==> config.mk <==
export PLATFORM = sky130hd
export DESIGN_NAME = pwr_state_ctl
export DESIGN_NICKNAME = d
export VERILOG_FILES = /design/src/rtl/pwr_state_pkg.sv /design/src/rtl/pwr_next_state.sv /design/src/rtl/pwr_hitm_trk.sv /design/src/rtl/pwr_state_regs.sv /design/src/rtl/pwr_state_ctl.sv
export SDC_FILE = /design/constraint.sdc
export NUM_CORES = 1
export LEC_CHECK = 0
export ABC_CLOCK_PERIOD_IN_PS = 1430
export BUFFER_PORTS_ARGS = -buffer_cell sky130_fd_sc_hd__buf_2
export CAP_MARGIN = 20
export CELL_PAD_IN_SITES_DETAIL_PLACEMENT = 0
export CELL_PAD_IN_SITES_GLOBAL_PLACEMENT = 1
export CORE_ASPECT_RATIO = 0.6
export CORE_MARGIN = 2
export CORE_UTILIZATION = 24
export CTS_CLUSTER_DIAMETER = 80
export CTS_CLUSTER_SIZE = 20
export DETAILED_ROUTE_END_ITERATION = 10
export GPL_TIMING_DRIVEN = 0
export PLACE_DENSITY = 0.59
export SKIP_LAST_GASP = 1
export SYNTH_ARGS = -nofsm -noshare
export SYNTH_HDL_FRONTEND = slang
export SYNTH_SLANG_ARGS = --single-unit
==> constraint.sdc <==
create_clock -name clk -period 1.43 [get_ports clk]
set_input_delay 0.2145 -clock clk [delete_from_list [all_inputs] [get_ports clk]]
set_output_delay 0.2145 -clock clk [all_outputs]
set_load 0.02 [all_outputs]
==> src/rtl/pwr_state_pkg.sv <==
package pwr_state_pkg;
  localparam int STATE_W = 3;

  typedef enum logic [STATE_W-1:0] {
    PS_RUN   = 3'd0,
    PS_HALT  = 3'd1,
    PS_SGNT  = 3'd2,
    PS_SCLK  = 3'd3,
    PS_SNOOP = 3'd4,
    PS_FLUSH = 3'd5
  } pstate_t;

  typedef struct packed {
    logic halt;
    logic sgnt;
    logic flush;
  } busreq_t;

  localparam busreq_t BUSREQ_NONE = '{halt: 1'b0, sgnt: 1'b0, flush: 1'b0};
endpackage

==> src/rtl/pwr_next_state.sv <==
module pwr_next_state
  import pwr_state_pkg::*;
(
  input  pstate_t st_q,
  input  pstate_t sg_ret_q,
  input  pstate_t aux_ret_q,
  input  logic    hitm_q,
  input  logic    halt_i,
  input  logic    stpclk_n_i,
  input  logic    clk_run_i,
  input  logic    wake_i,
  input  logic    reset_i,
  input  logic    snoop_i,
  input  logic    wb_done_i,
  input  logic    flush_ok_i,
  input  logic    flush_done_i,
  output pstate_t st_d,
  output pstate_t sg_ret_d,
  output pstate_t aux_ret_d,
  output busreq_t req_d,
  output logic    snoop_enter
);
  always_comb begin
    st_d        = st_q;
    sg_ret_d    = sg_ret_q;
    aux_ret_d   = aux_ret_q;
    req_d       = BUSREQ_NONE;
    snoop_enter = 1'b0;
    if (reset_i) begin
      st_d      = PS_RUN;
      sg_ret_d  = PS_RUN;
      aux_ret_d = PS_RUN;
    end else begin
      unique case (st_q)
        PS_RUN: begin
          if (!stpclk_n_i) begin
            st_d       = PS_SGNT;
            sg_ret_d   = PS_RUN;
            req_d.sgnt = 1'b1;
          end else if (flush_ok_i) begin
            st_d      = PS_FLUSH;
            aux_ret_d = PS_RUN;
          end else if (halt_i) begin
            st_d       = PS_HALT;
            req_d.halt = 1'b1;
          end
        end
        PS_HALT: begin
          if (wake_i) begin
            st_d = PS_RUN;
          end else if (!stpclk_n_i) begin
            st_d       = PS_SGNT;
            sg_ret_d   = PS_HALT;
            req_d.sgnt = 1'b1;
          end else if (snoop_i) begin
            st_d        = PS_SNOOP;
            aux_ret_d   = PS_HALT;
            snoop_enter = 1'b1;
          end else if (flush_ok_i) begin
            st_d      = PS_FLUSH;
            aux_ret_d = PS_HALT;
          end
        end
        PS_SGNT: begin
          if (!clk_run_i) begin
            st_d = PS_SCLK;
          end else if (snoop_i) begin
            st_d        = PS_SNOOP;
            aux_ret_d   = PS_SGNT;
            snoop_enter = 1'b1;
          end else if (stpclk_n_i) begin
            st_d       = sg_ret_q;
            req_d.halt = (sg_ret_q == PS_HALT);
          end
        end
        PS_SCLK: begin
          if (clk_run_i) st_d = PS_SGNT;
        end
        PS_SNOOP: begin
          if (!hitm_q || wb_done_i) st_d = aux_ret_q;
        end
        PS_FLUSH: begin
          if (flush_done_i) begin
            st_d        = aux_ret_q;
            req_d.flush = 1'b1;
          end
        end
        default: st_d = PS_RUN;
      endcase
    end
  end
endmodule

==> src/rtl/pwr_hitm_trk.sv <==
module pwr_hitm_trk (
  input  logic clk,
  input  logic rst_n,
  input  logic reset_i,
  input  logic snoop_enter,
  input  logic mod_hit_i,
  input  logic wb_done_i,
  output logic hitm_q
);
  logic hitm_d;
  logic hitm_en;

  always_comb begin
    hitm_en = reset_i || (snoop_enter && mod_hit_i) || (hitm_q && wb_done_i);
    hitm_d  = !reset_i && snoop_enter && mod_hit_i;
  end

  always_ff @(posedge clk or negedge rst_n) begin
    if (!rst_n)       hitm_q <= 1'b0;
    else if (hitm_en) hitm_q <= hitm_d;
  end
endmodule

==> src/rtl/pwr_state_regs.sv <==
module pwr_state_regs
  import pwr_state_pkg::*;
(
  input  logic    clk,
  input  logic    rst_n,
  input  pstate_t st_d,
  input  pstate_t sg_ret_d,
  input  pstate_t aux_ret_d,
  input  busreq_t req_d,
  output pstate_t st_q,
  output pstate_t sg_ret_q,
  output pstate_t aux_ret_q,
  output busreq_t req_q
);
  logic st_en;
  logic ret_en;

  always_comb begin
    st_en  = (st_d != st_q);
    ret_en = (sg_ret_d != sg_ret_q) || (aux_ret_d != aux_ret_q);
  end

  always_ff @(posedge clk or negedge rst_n) begin
    if (!rst_n)     st_q <= PS_RUN;
    else if (st_en) st_q <= st_d;
  end

  always_ff @(posedge clk or negedge rst_n) begin
    if (!rst_n) begin
      sg_ret_q  <= PS_RUN;
      aux_ret_q <= PS_RUN;
    end else if (ret_en) begin
      sg_ret_q  <= sg_ret_d;
      aux_ret_q <= aux_ret_d;
    end
  end

  always_ff @(posedge clk or negedge rst_n) begin
    if (!rst_n) req_q <= BUSREQ_NONE;
    else        req_q <= req_d;
  end
endmodule

==> src/rtl/pwr_state_ctl.sv <==
module pwr_state_ctl
  import pwr_state_pkg::*;
(
  input  logic               clk,
  input  logic               rst_n,
  input  logic               halt_i,
  input  logic               stpclk_n_i,
  input  logic               clk_run_i,
  input  logic               intr_i,
  input  logic               nmi_i,
  input  logic               smi_i,
  input  logic               reset_i,
  input  logic               sreset_i,
  input  logic               snoop_i,
  input  logic               mod_hit_i,
  input  logic               wb_done_i,
  input  logic               flush_req_i,
  input  logic               flush_done_i,
  input  logic               wb_mode_i,
  output logic [STATE_W-1:0] state_o,
  output logic               halt_cyc_o,
  output logic               sgnt_cyc_o,
  output logic               flush_cyc_o,
  output logic               hitm_o,
  output logic               core_pwr_o
);
  pstate_t st_q, st_d, sg_ret_q, sg_ret_d, aux_ret_q, aux_ret_d;
  busreq_t req_d, req_q;
  logic    hitm_q, snoop_enter, wake, flush_ok;

  always_comb begin
    wake     = intr_i || nmi_i || smi_i || sreset_i;
    flush_ok = flush_req_i && wb_mode_i;
  end

  pwr_next_state u_next (
    .st_q(st_q), .sg_ret_q(sg_ret_q), .aux_ret_q(aux_ret_q), .hitm_q(hitm_q),
    .halt_i(halt_i), .stpclk_n_i(stpclk_n_i), .clk_run_i(clk_run_i),
    .wake_i(wake), .reset_i(reset_i), .snoop_i(snoop_i), .wb_done_i(wb_done_i),
    .flush_ok_i(flush_ok), .flush_done_i(flush_done_i),
    .st_d(st_d), .sg_ret_d(sg_ret_d), .aux_ret_d(aux_ret_d), .req_d(req_d),
    .snoop_enter(snoop_enter)
  );

  pwr_state_regs u_regs (
    .clk(clk), .rst_n(rst_n),
    .st_d(st_d), .sg_ret_d(sg_ret_d), .aux_ret_d(aux_ret_d), .req_d(req_d),
    .st_q(st_q), .sg_ret_q(sg_ret_q), .aux_ret_q(aux_ret_q), .req_q(req_q)
  );

  pwr_hitm_trk u_hitm (
    .clk(clk), .rst_n(rst_n), .reset_i(reset_i), .snoop_enter(snoop_enter),
    .mod_hit_i(mod_hit_i), .wb_done_i(wb_done_i), .hitm_q(hitm_q)
  );

  always_comb begin
    state_o     = st_q;
    halt_cyc_o  = req_q.halt;
    sgnt_cyc_o  = req_q.sgnt;
    flush_cyc_o = req_q.flush;
    hitm_o      = hitm_q;
    core_pwr_o  = !((st_q == PS_SGNT) || (st_q == PS_SCLK));
  end
endmodule

Yosys cells after proc, flatten, opt, wreduce, memory -nomap -nowiden
Cells that the tools add are included.
{"block": "word_totals", "reg_bits": 13}
{"block": "classes", "reduce_logical": 17, "n_eq_ne": 9, "n_mux": 49}
{"op": "3-bit two-way mux", "n": 28}
{"op": "3-bit one-hot mux with 6 select lines", "n": 1}
{"op": "1-bit two-way mux", "n": 15}
{"op": "3-bit inequality test", "n": 3}
{"op": "3-bit one-hot mux with 3 select lines", "n": 1}
{"op": "1-bit logical OR", "n": 8}
{"op": "3-bit by 1-bit equality test with 1-bit output, second input constant", "n": 2}
{"op": "3-bit by 2-bit equality test with 1-bit output, second input constant", "n": 2}
{"op": "3-bit equality test, second input constant", "n": 2}
{"op": "1-bit one-hot mux with 2 select lines", "n": 3}
{"op": "3-bit one-hot mux with 2 select lines", "n": 1}
{"op": "1-bit logical AND", "n": 5}
{"op": "1-bit zero test", "n": 3}
{"op": "3-bit zero test", "n": 1}

Longest topological paths before layout
Gate-level depths: netlist (run 1).
{"block": "depth", "word_depth": 9, "mapped_depth": 6, "ltp_nobuf": 4}

Modules after synthesis
Synthesis (run 1) repeated with hierarchy kept, for this count alone.
{"block": "unflattened", "hier_cells": 95, "hier_area_um2": 832.0}
{"module": "pwr_next_state", "area_each_um2": 434.2, "cells_each": 67, "n_inst": 1}
{"module": "pwr_state_regs", "area_each_um2": 334.1, "cells_each": 21, "n_inst": 1}
{"module": "pwr_hitm_trk", "area_each_um2": 43.8, "cells_each": 4, "n_inst": 1}
{"module": "pwr_state_ctl", "area_each_um2": 20.0, "cells_each": 3, "n_inst": 1}

Worst setup path after synthesis (run 1)
OpenSTA, ideal clock, no wires.
{"block": "synth_timing", "path_type": "in2reg", "start": "in nmi_i", "end": "reg u_regs.st_q[0]", "t_arrival_ps": 1547, "n_path_buf": 1, "stages": 5, "slack_ps": -195, "path_cell_list": "or4_1 buf_2 or3b_4 o22a_1 a21oi_1"}
{"block": "synth_between", "elab_chain_cells": 7}
{"element": "start: declaration", "line": "pwr_state_ctl.sv:10", "text": "input logic nmi_i,"}
{"element": "1-bit logical OR (*) (3 in series)", "line": "pwr_state_ctl.sv:32", "text": "wake = intr_i || nmi_i || smi_i || sreset_i;"}
{"element": "3-bit two-way mux (*)", "line": "pwr_next_state.sv:49", "text": "if (wake_i) begin"}
{"element": "3-bit one-hot mux with 6 select lines (*)", "line": "pwr_next_state.sv:34", "text": "unique case (st_q)"}
{"element": "3-bit two-way mux (*)", "line": "pwr_next_state.sv:29", "text": "if (reset_i) begin"}
{"element": "3-bit inequality test", "line": "pwr_state_regs.sv:19", "text": "st_en = (st_d != st_q);"}
{"element": "end signal: assignment", "line": "pwr_state_regs.sv:25", "text": "else if (st_en) st_q <= st_d;"}
{"element": "end: declaration", "line": "pwr_state_regs.sv:10", "text": "output pstate_t st_q,"}
Mark *: on every way between the ends. The rest lies on a longest branch, timed or not.
A chain may end at the register's enable or synchronous reset.

Final worst setup path (run 1)
{"block": "layout_timing", "start": "in sreset_i", "end": "reg u_regs.st_q[0]"}
{"block": "layout_between", "elab_chain_cells": 5}
{"element": "start: declaration", "line": "pwr_state_ctl.sv:13", "text": "input logic sreset_i,"}
{"element": "1-bit logical OR (*)", "line": "pwr_state_ctl.sv:32"}
{"element": "3-bit two-way mux (*)", "line": "pwr_next_state.sv:49"}
{"element": "3-bit one-hot mux with 6 select lines (*)", "line": "pwr_next_state.sv:34"}
{"element": "3-bit two-way mux (*)", "line": "pwr_next_state.sv:29"}
{"element": "3-bit inequality test", "line": "pwr_state_regs.sv:19"}
Marks and branches as above.

==> flow_summary.json, run 1 <==
{
  "status": "finished, violations left",
  "violations": "setup timing",
  "grt_overflow": 0,
  "fin_crit_ns": 1.455,
  "yosysSeqAreaShare": 0.3863,
  "rsz0062_at_grt": "true",
  "cts-root-buf": "clkbuf_8",
  "path_class": "in2reg",
  "first_pass_iters": 4,
  "synthMuxAreaShare": 0,
  "synth_cell_type_count": 35,
  "drtIter0Drc": 107,
  "grt_start_max_net_pins": 14,
  "fmax_ghz": 0.6871,
  "wire_per_inst_um": 15.94,
  "row_count": 16,
  "syn-num-nets": 118,
  "cp.required_ns": 1.59,
  "combPwrFrac": 0.275,
  "drtAntennaViolNets": 0,
  "fin_hold_ws_ns": 0.2614,
  "hold_violations": 0,
  "setup_slack_ns": -0.02530,
  "nets": 150,
  "tightestPinTransition_ns": 0.5224,
  "dp_cells": 170,
  "vias": 942,
  "final_cells": 178,
  "synth_top_family_by_area": "simple AND/OR/NAND/NOR gates",
  "drc_errors": 0,
  "synth_top_area_share": 0.3863,
  "grt_pass1_wl_um": 4257,
  "synthSimpleGateAreaFrac": 0.3447,
  "crit_arrival_ns": 1.62,
  "grtUsageTotal": 0.1403,
  "hp-class": "in2reg",
  "initial_utilization": 0.2549,
  "worst_path_largest_cell_delay_ns": 0.54,
  "dpl_worst_slack_ns": -0.3245,
  "portBuffers": 23,
  "grt_pass1_vias": 813,
  "synth_area_sq_um": 842.1,
  "dpl.hpwl_um": 2011,
  "die_x_um": 80.47,
  "clock_latency_ns": 0.24,
  "synth-compound-area-share": 0.2080,
  "setup_viol_count_final": 1,
  "drv_slew": 0,
  "vdd_drop_max_uv": 392.9,
  "clkTransAtPathRegs_ns": 0.05,
  "power.switching_uw": 313.4,
  "cts.sinks": 13,
  "switching_share": 0.3108,
  "clk_path_buf_depth": 2,
  "cts_tree": "done",
  "start_kind": "input port",
  "antennaDiodeCount": 0,
  "die_area_sq_um": 4014,
  "avgSynthCellArea_sq_um": 8.255,
  "synth_warnings": 0,
  "die_h_um": 49.88,
  "antenna_found_initial": 0,
  "min_period_over_period": 1.018,
  "crit_family": "simple AND/OR/NAND/NOR gates",
  "h-tree-depth": 1,
  "clkPwrFrac": 0.328,
  "power_frac_seq": 0.397,
  "critPathMaxFanout": 3,
  "p_per_area_nw_per_um2": 870.4,
  "yosys-top-cells-area": "dfrtp_1 39%, a21oi_1 5.3%, nor4_1 4.5%",
  "slew_headroom": 0.6517,
  "synth_area_leader_cell": "dfrtp_1",
  "gp_congestion": 0.8655,
  "synth_cells": 102,
  "synth_fa_ha_area_frac": 0,
  "fin_skew_ns": 0.004826,
  "layout_common_cells": "23 x buf_2, 10 x dfrtp_1, 9 x nand2_1, 8 x a21oi_1, 7 x nor2_1",
  "pin_count": 24,
  "p_leak_uw": 0.0005190,
  "route.detailed.vias_per_inst": 5.292,
  "cap_violations": 0,
  "layout_commonest_cell": "buf_2",
  "drive_above_1_share": 0.3684,
  "coreArea_sq_um": 3303,
  "drt_wl_total_um": 2837,
  "cts_buffers": 3,
  "endpoint_kind": "flip-flop",
  "p_int_uw": 695.1,
  "nFillCells": 356,
  "crit_slowest_cell": "or4_4",
  "area_growth_pct": 37.59,
  "path_cells": "buf_6 -> or4_4 -> or3b_4 -> o22a_1 -> a21oi_2",
  "synth_xor_area_frac": 0,
  "path_buf_inv": 1,
  "ys_ff_latch": 13
}
[area by class of cell]
cell class / count / area, sq um / share of cell area
inverter: 3 / 11.26 / 0.009719
buffer: 6 / 27.53 / 0.02376
clock buffer: 4 / 45.04 / 0.03888
timing repair buffer: 31 / 187.7 / 0.1620
multi-input combinational: 76 / 501.7 / 0.4330
sequential: 13 / 329.1 / 0.2840
tap: 45 / 56.30 / 0.04860
[worst paths after layout]
kind,start,endpoint,slack (ns),cells past startpoint
max in group asynchronous,rst_n,u_regs.st_q[0],0.76,2
setup / recovery,sreset_i,u_regs.st_q[0],-0.03,5
hold / removal,flush_done_i,u_regs.req_q[0],0.26,2
min in group asynchronous,rst_n,u_regs.req_q[2],0.40,2
setup reg to reg,u_regs.st_q[1],u_regs.st_q[0],0,4
hold reg to reg,u_regs.sg_ret_q[1],u_regs.sg_ret_q[1],0.53,1
[through the flow]
stage,instance area (sq um),power (uW),util,setup TNS [ns]
2_1_floorplan,845.8,546.9,-,-0.5661
5_1_grt,1159,1059,0.3508,-0.09923
3_3_place_gp,1017,638.8,0.3080,-1.929
3_5_place_dp,1017,637.7,0.3080,-1.805
6_report,1159,1008,0.3508,-0.02530
4_1_cts,1109,984.6,0.3356,-0.1668
[synth_stat cells]
master,number
a2111oi_0,1
a21o_2,1
a21oi_1,9
a221oi_1,1
a22o_1,1
a31oi_1,1
a41oi_1,2
and2_1,4
and3_1,1
buf_2,2
clkbuf_1,8
dfrtp_1,13
inv_1,3
nand2_1,9
nand2b_1,4
nand3_1,2
nand3b_1,2
nand4_1,2
nand4b_1,2
nand4bb_1,1
nor2_1,7
nor2b_1,1
nor3_1,4
nor3b_1,2
nor4_1,6
nor4bb_1,1
o211a_1,1
o21ai_0,4
o221ai_1,1
o22a_1,1
o22ai_1,1
o311a_1,1
o31ai_1,1
or3b_4,1
or4_1,1
[state kept, by name, indices dropped and copies added (netlist names)]
| register | flops |
|---|---|
| u_regs.st_q | 3 |
| u_regs.aux_ret_q | 3 |
| u_regs.req_q | 3 |
| u_hitm.hitm_q | 1 |
| u_regs.sg_ret_q | 3 |
[cell families (layout without fill, tap and decap cells)]
family	Yosys count	in the layout
compound gates	26	26
buf+inv	13	44
flops	13	13
simple gates	50	50
[repair_timing]
| item | in CTS | in global routing |
|---|---|---|
| resized for setup | 10 | 6 |
| hold buffers | 1 | 0 |
| endpoints found under the setup margin | 11 | 7 |
| endpoints found under the hold margin | 13 | 0 |
| gates cloned | 0 | 0 |
| buffers inserted | 2 | 5 |
| pin swaps | 2 | 3 |
[routing by layer]
| metal | global-route usage | wire, um | vias up | share of wire |
|---|---|---|---|---|
| met5 | 0 | 0 | - | 0 |
| met4 | 0.01977 | 0 | 0 | 0 |
| met3 | 0.04762 | 261 | 0 | 0.092 |
| met2 | 0.1778 | 1122 | 45 | 0.40 |
| met1 | 0.2252 | 1454 | 450 | 0.51 |
| li1 | - | - | 447 | - |
[power by group through the flow]
| stage | clock, uW | combinational [uW] | sequential, uW |
|---|---|---|---|
| 5_1_grt | 358 | 298 | 402 |
| 4_1_cts | 338 | 243 | 403 |
| 6_report | 331 | 277 | 400 |
| 3_5_place_dp | 0 | 244 | 394 |
| 2_1_floorplan | 0 | 138 | 408 |
| 3_3_place_gp | 0 | 246 | 393 |
No activity file was read; power rests on OpenSTA's default activity.
==> run 2, diff against run 1 <==
--- a/config.mk
+++ b/config.mk
@@ -5,7 +5,7 @@
 export SDC_FILE = /design/constraint.sdc
 export NUM_CORES = 1
 export LEC_CHECK = 0
-export ABC_CLOCK_PERIOD_IN_PS = 1430
+export ABC_CLOCK_PERIOD_IN_PS = 1600
 export BUFFER_PORTS_ARGS = -buffer_cell sky130_fd_sc_hd__buf_2
 export CAP_MARGIN = 20
 export CELL_PAD_IN_SITES_DETAIL_PLACEMENT = 0
@@ -17,7 +17,7 @@
 export CTS_CLUSTER_SIZE = 20
 export DETAILED_ROUTE_END_ITERATION = 10
 export GPL_TIMING_DRIVEN = 0
-export PLACE_DENSITY = 0.59
+export PLACE_DENSITY = 0.57
 export SKIP_LAST_GASP = 1
 export SYNTH_ARGS = -nofsm -noshare
 export SYNTH_HDL_FRONTEND = slang
==> constraint.sdc (replaced) <==
create_clock -name clk -period 1.6 [get_ports clk]
set_input_delay 0.24 -clock clk [delete_from_list [all_inputs] [get_ports clk]]
set_output_delay 0.24 -clock clk [all_outputs]
set_load 0.02 [all_outputs]
==> run 2 against run 1 <==
The flow now finishes without violations. Clock power decreased by 11%. Worst setup slack improved by 0.077 ns. Critical path type unchanged. Final area decreased by 8.0%. Highest routed layer is now met4. Total power decreased by 15%.
==> flow_summary.json, run 2 (synthesis gave the netlist of run 1 again) <==
{
  "antennaDiodeCount": 0,
  "hold_violations": 0,
  "critPathMaxFanout": 6,
  "area_growth_pct": 26.60,
  "status": "finished, final reports clean",
  "p_per_area_nw_per_um2": 808.6,
  "cp.required_ns": 1.76,
  "power.switching_uw": 267.0,
  "wire_per_inst_um": 15.16,
  "dr_wl_met2_um": 1016,
  "cts.sinks": 13,
  "drtAntennaViolNets": 0,
  "die_x_um": 80.47,
  "multi_input_area_sq_um": 467.9,
  "cts_buffers": 3,
  "setup_slack_ns": 0.05145,
  "slew_headroom": 0.6933,
  "drc_errors": 0,
  "layout_commonest_cell": "buf_2",
  "p_leak_uw": 0.0004709,
  "r2r_start": "u_regs.st_q[1]",
  "vias": 905,
  "cts_tree": "done",
  "setup_viol_count_final": 0,
  "dr_wl_met3_um": 255,
  "drv_slew": 0,
  "die_area_sq_um": 4014,
  "endpoint_kind": "flip-flop",
  "path_class": "in2reg",
  "start_kind": "input port",
  "clkPwrFrac": 0.343,
  "antenna_found_initial": 0,
  "hp-class": "in2reg",
  "first_pass_iters": 4,
  "wl_met1_um": 1331,
  "grt_start_max_net_pins": 14,
  "tightestPinTransition_ns": 0.4601,
  "layout_common_cells": "25 x buf_2, 11 x dfrtp_1, 9 x nand2_1, 9 x a21oi_1, 7 x nor2_1",
  "fin_crit_ns": 1.549,
  "dpl.hpwl_um": 1960,
  "seq_area_sq_um": 327.8,
  "hp-start": "flush_done_i",
  "switching_share": 0.3098,
  "grtUsageTotal": 0.1455,
  "drt_wl_total_um": 2607,
  "worstSetupStartpoint": "nmi_i",
  "cts-root-buf": "clkbuf_8",
  "clock_latency_ns": 0.25,
  "initial_utilization": 0.2549,
  "p_int_uw": 595.0,
  "topRoutingLayerUsed": "met4",
  "gp_congestion": 0.8856,
  "rsz0062_at_grt": "true",
  "crit_arrival_ns": 1.71,
  "h-tree-depth": 1,
  "coreArea_sq_um": 3303,
  "final.setup.tns_ns": 0,
  "finalPower_uw": 862.0,
  "portBuffers": 23,
  "power_frac_seq": 0.422,
  "fin_hold_ws_ns": 0.2810,
  "nets": 144,
  "dpl_worst_slack_ns": -0.1913,
  "fmax_ghz": 0.6458,
  "cap_violations": 0,
  "combPwrFrac": 0.235,
  "row_count": 16,
  "clk_path_buf_depth": 2,
  "drtIter0Drc": 96,
  "grt_overflow": 0,
  "grt_pass1_vias": 876,
  "fin_skew_ns": 0.003838,
  "pin_count": 24,
  "post_cts_buffers": 0,
  "vdd_drop_max_uv": 312.1,
  "nFillCells": 368,
  "min_period_over_period": 0.9678,
  "die_h_um": 49.88,
  "clkTransAtPathRegs_ns": 0.06,
  "route.detailed.vias_per_inst": 5.262,
  "grt_pass1_wl_um": 4436,
  "drive_above_1_share": 0.2835
}
## run 2: final timing paths
kind,to,slack (ns),depth (start not counted)
worst max-delay path,u_regs.st_q[0],0.05,6
worst min-delay path,u_regs.req_q[0],0.28,2
worst max register to register,u_regs.st_q[0],0.10,4
worst min register to register,u_regs.sg_ret_q[1],0.51,1
max in group asynchronous,u_regs.st_q[1],0.93,2
min in group asynchronous,u_regs.req_q[2],0.42,2
## run 2: per-layer routing
| layer | GRT usage | vias to the layer above |
|---|---|---|
| met1 | 0.2190 | 422 |
| met5 | 0 | - |
| li1 | - | 432 |
| met3 | 0.06777 | 2 |
| met4 | 0.01695 | 0 |
| met2 | 0.1903 | 49 |
## run 2: cell type report
cell class,instances,area share
multi-input combinational,76,0.4390
sequential,13,0.3075
timing repair buffer,24,0.1174
tap,45,0.05282
clock buffer,4,0.04225
buffer,7,0.03052
inverter,3,0.01056
## run 2: power by group through the flow
stage / clock, uW / combinational (uW) / sequential, uW
2_1_floorplan: 0 / 122 / 365
3_3_place_gp: 0 / 220 / 351
3_5_place_dp: 0 / 217 / 351
4_1_cts: 307 / 206 / 358
5_1_grt: 316 / 226 / 368
6_report: 296 / 203 / 364
## run 2: worst max-delay path, cell delays in order
cell and delay, ns:
buf_2 0.09, or4_1 0.50, buf_2 0.17, or3b_4 0.40
o22a_1 0.17, a21oi_1 0.14
## run 2: what timing repair did
action                     in CTS  in global routing
resized for setup               3                  3
hold buffers                    1                  0
setup endpoints to repair       8                  8
hold endpoints to repair       13                  0
## run 2: through the flow
stage                       util  std cells  cell area, sq um
final                     0.3227        172              1066
after floorplan                -        102             842.1
after global routing      0.3227        172              1066
after global placement    0.3068        170              1013
after CTS                 0.3223        173              1065
after detailed placement  0.3068        170              1013
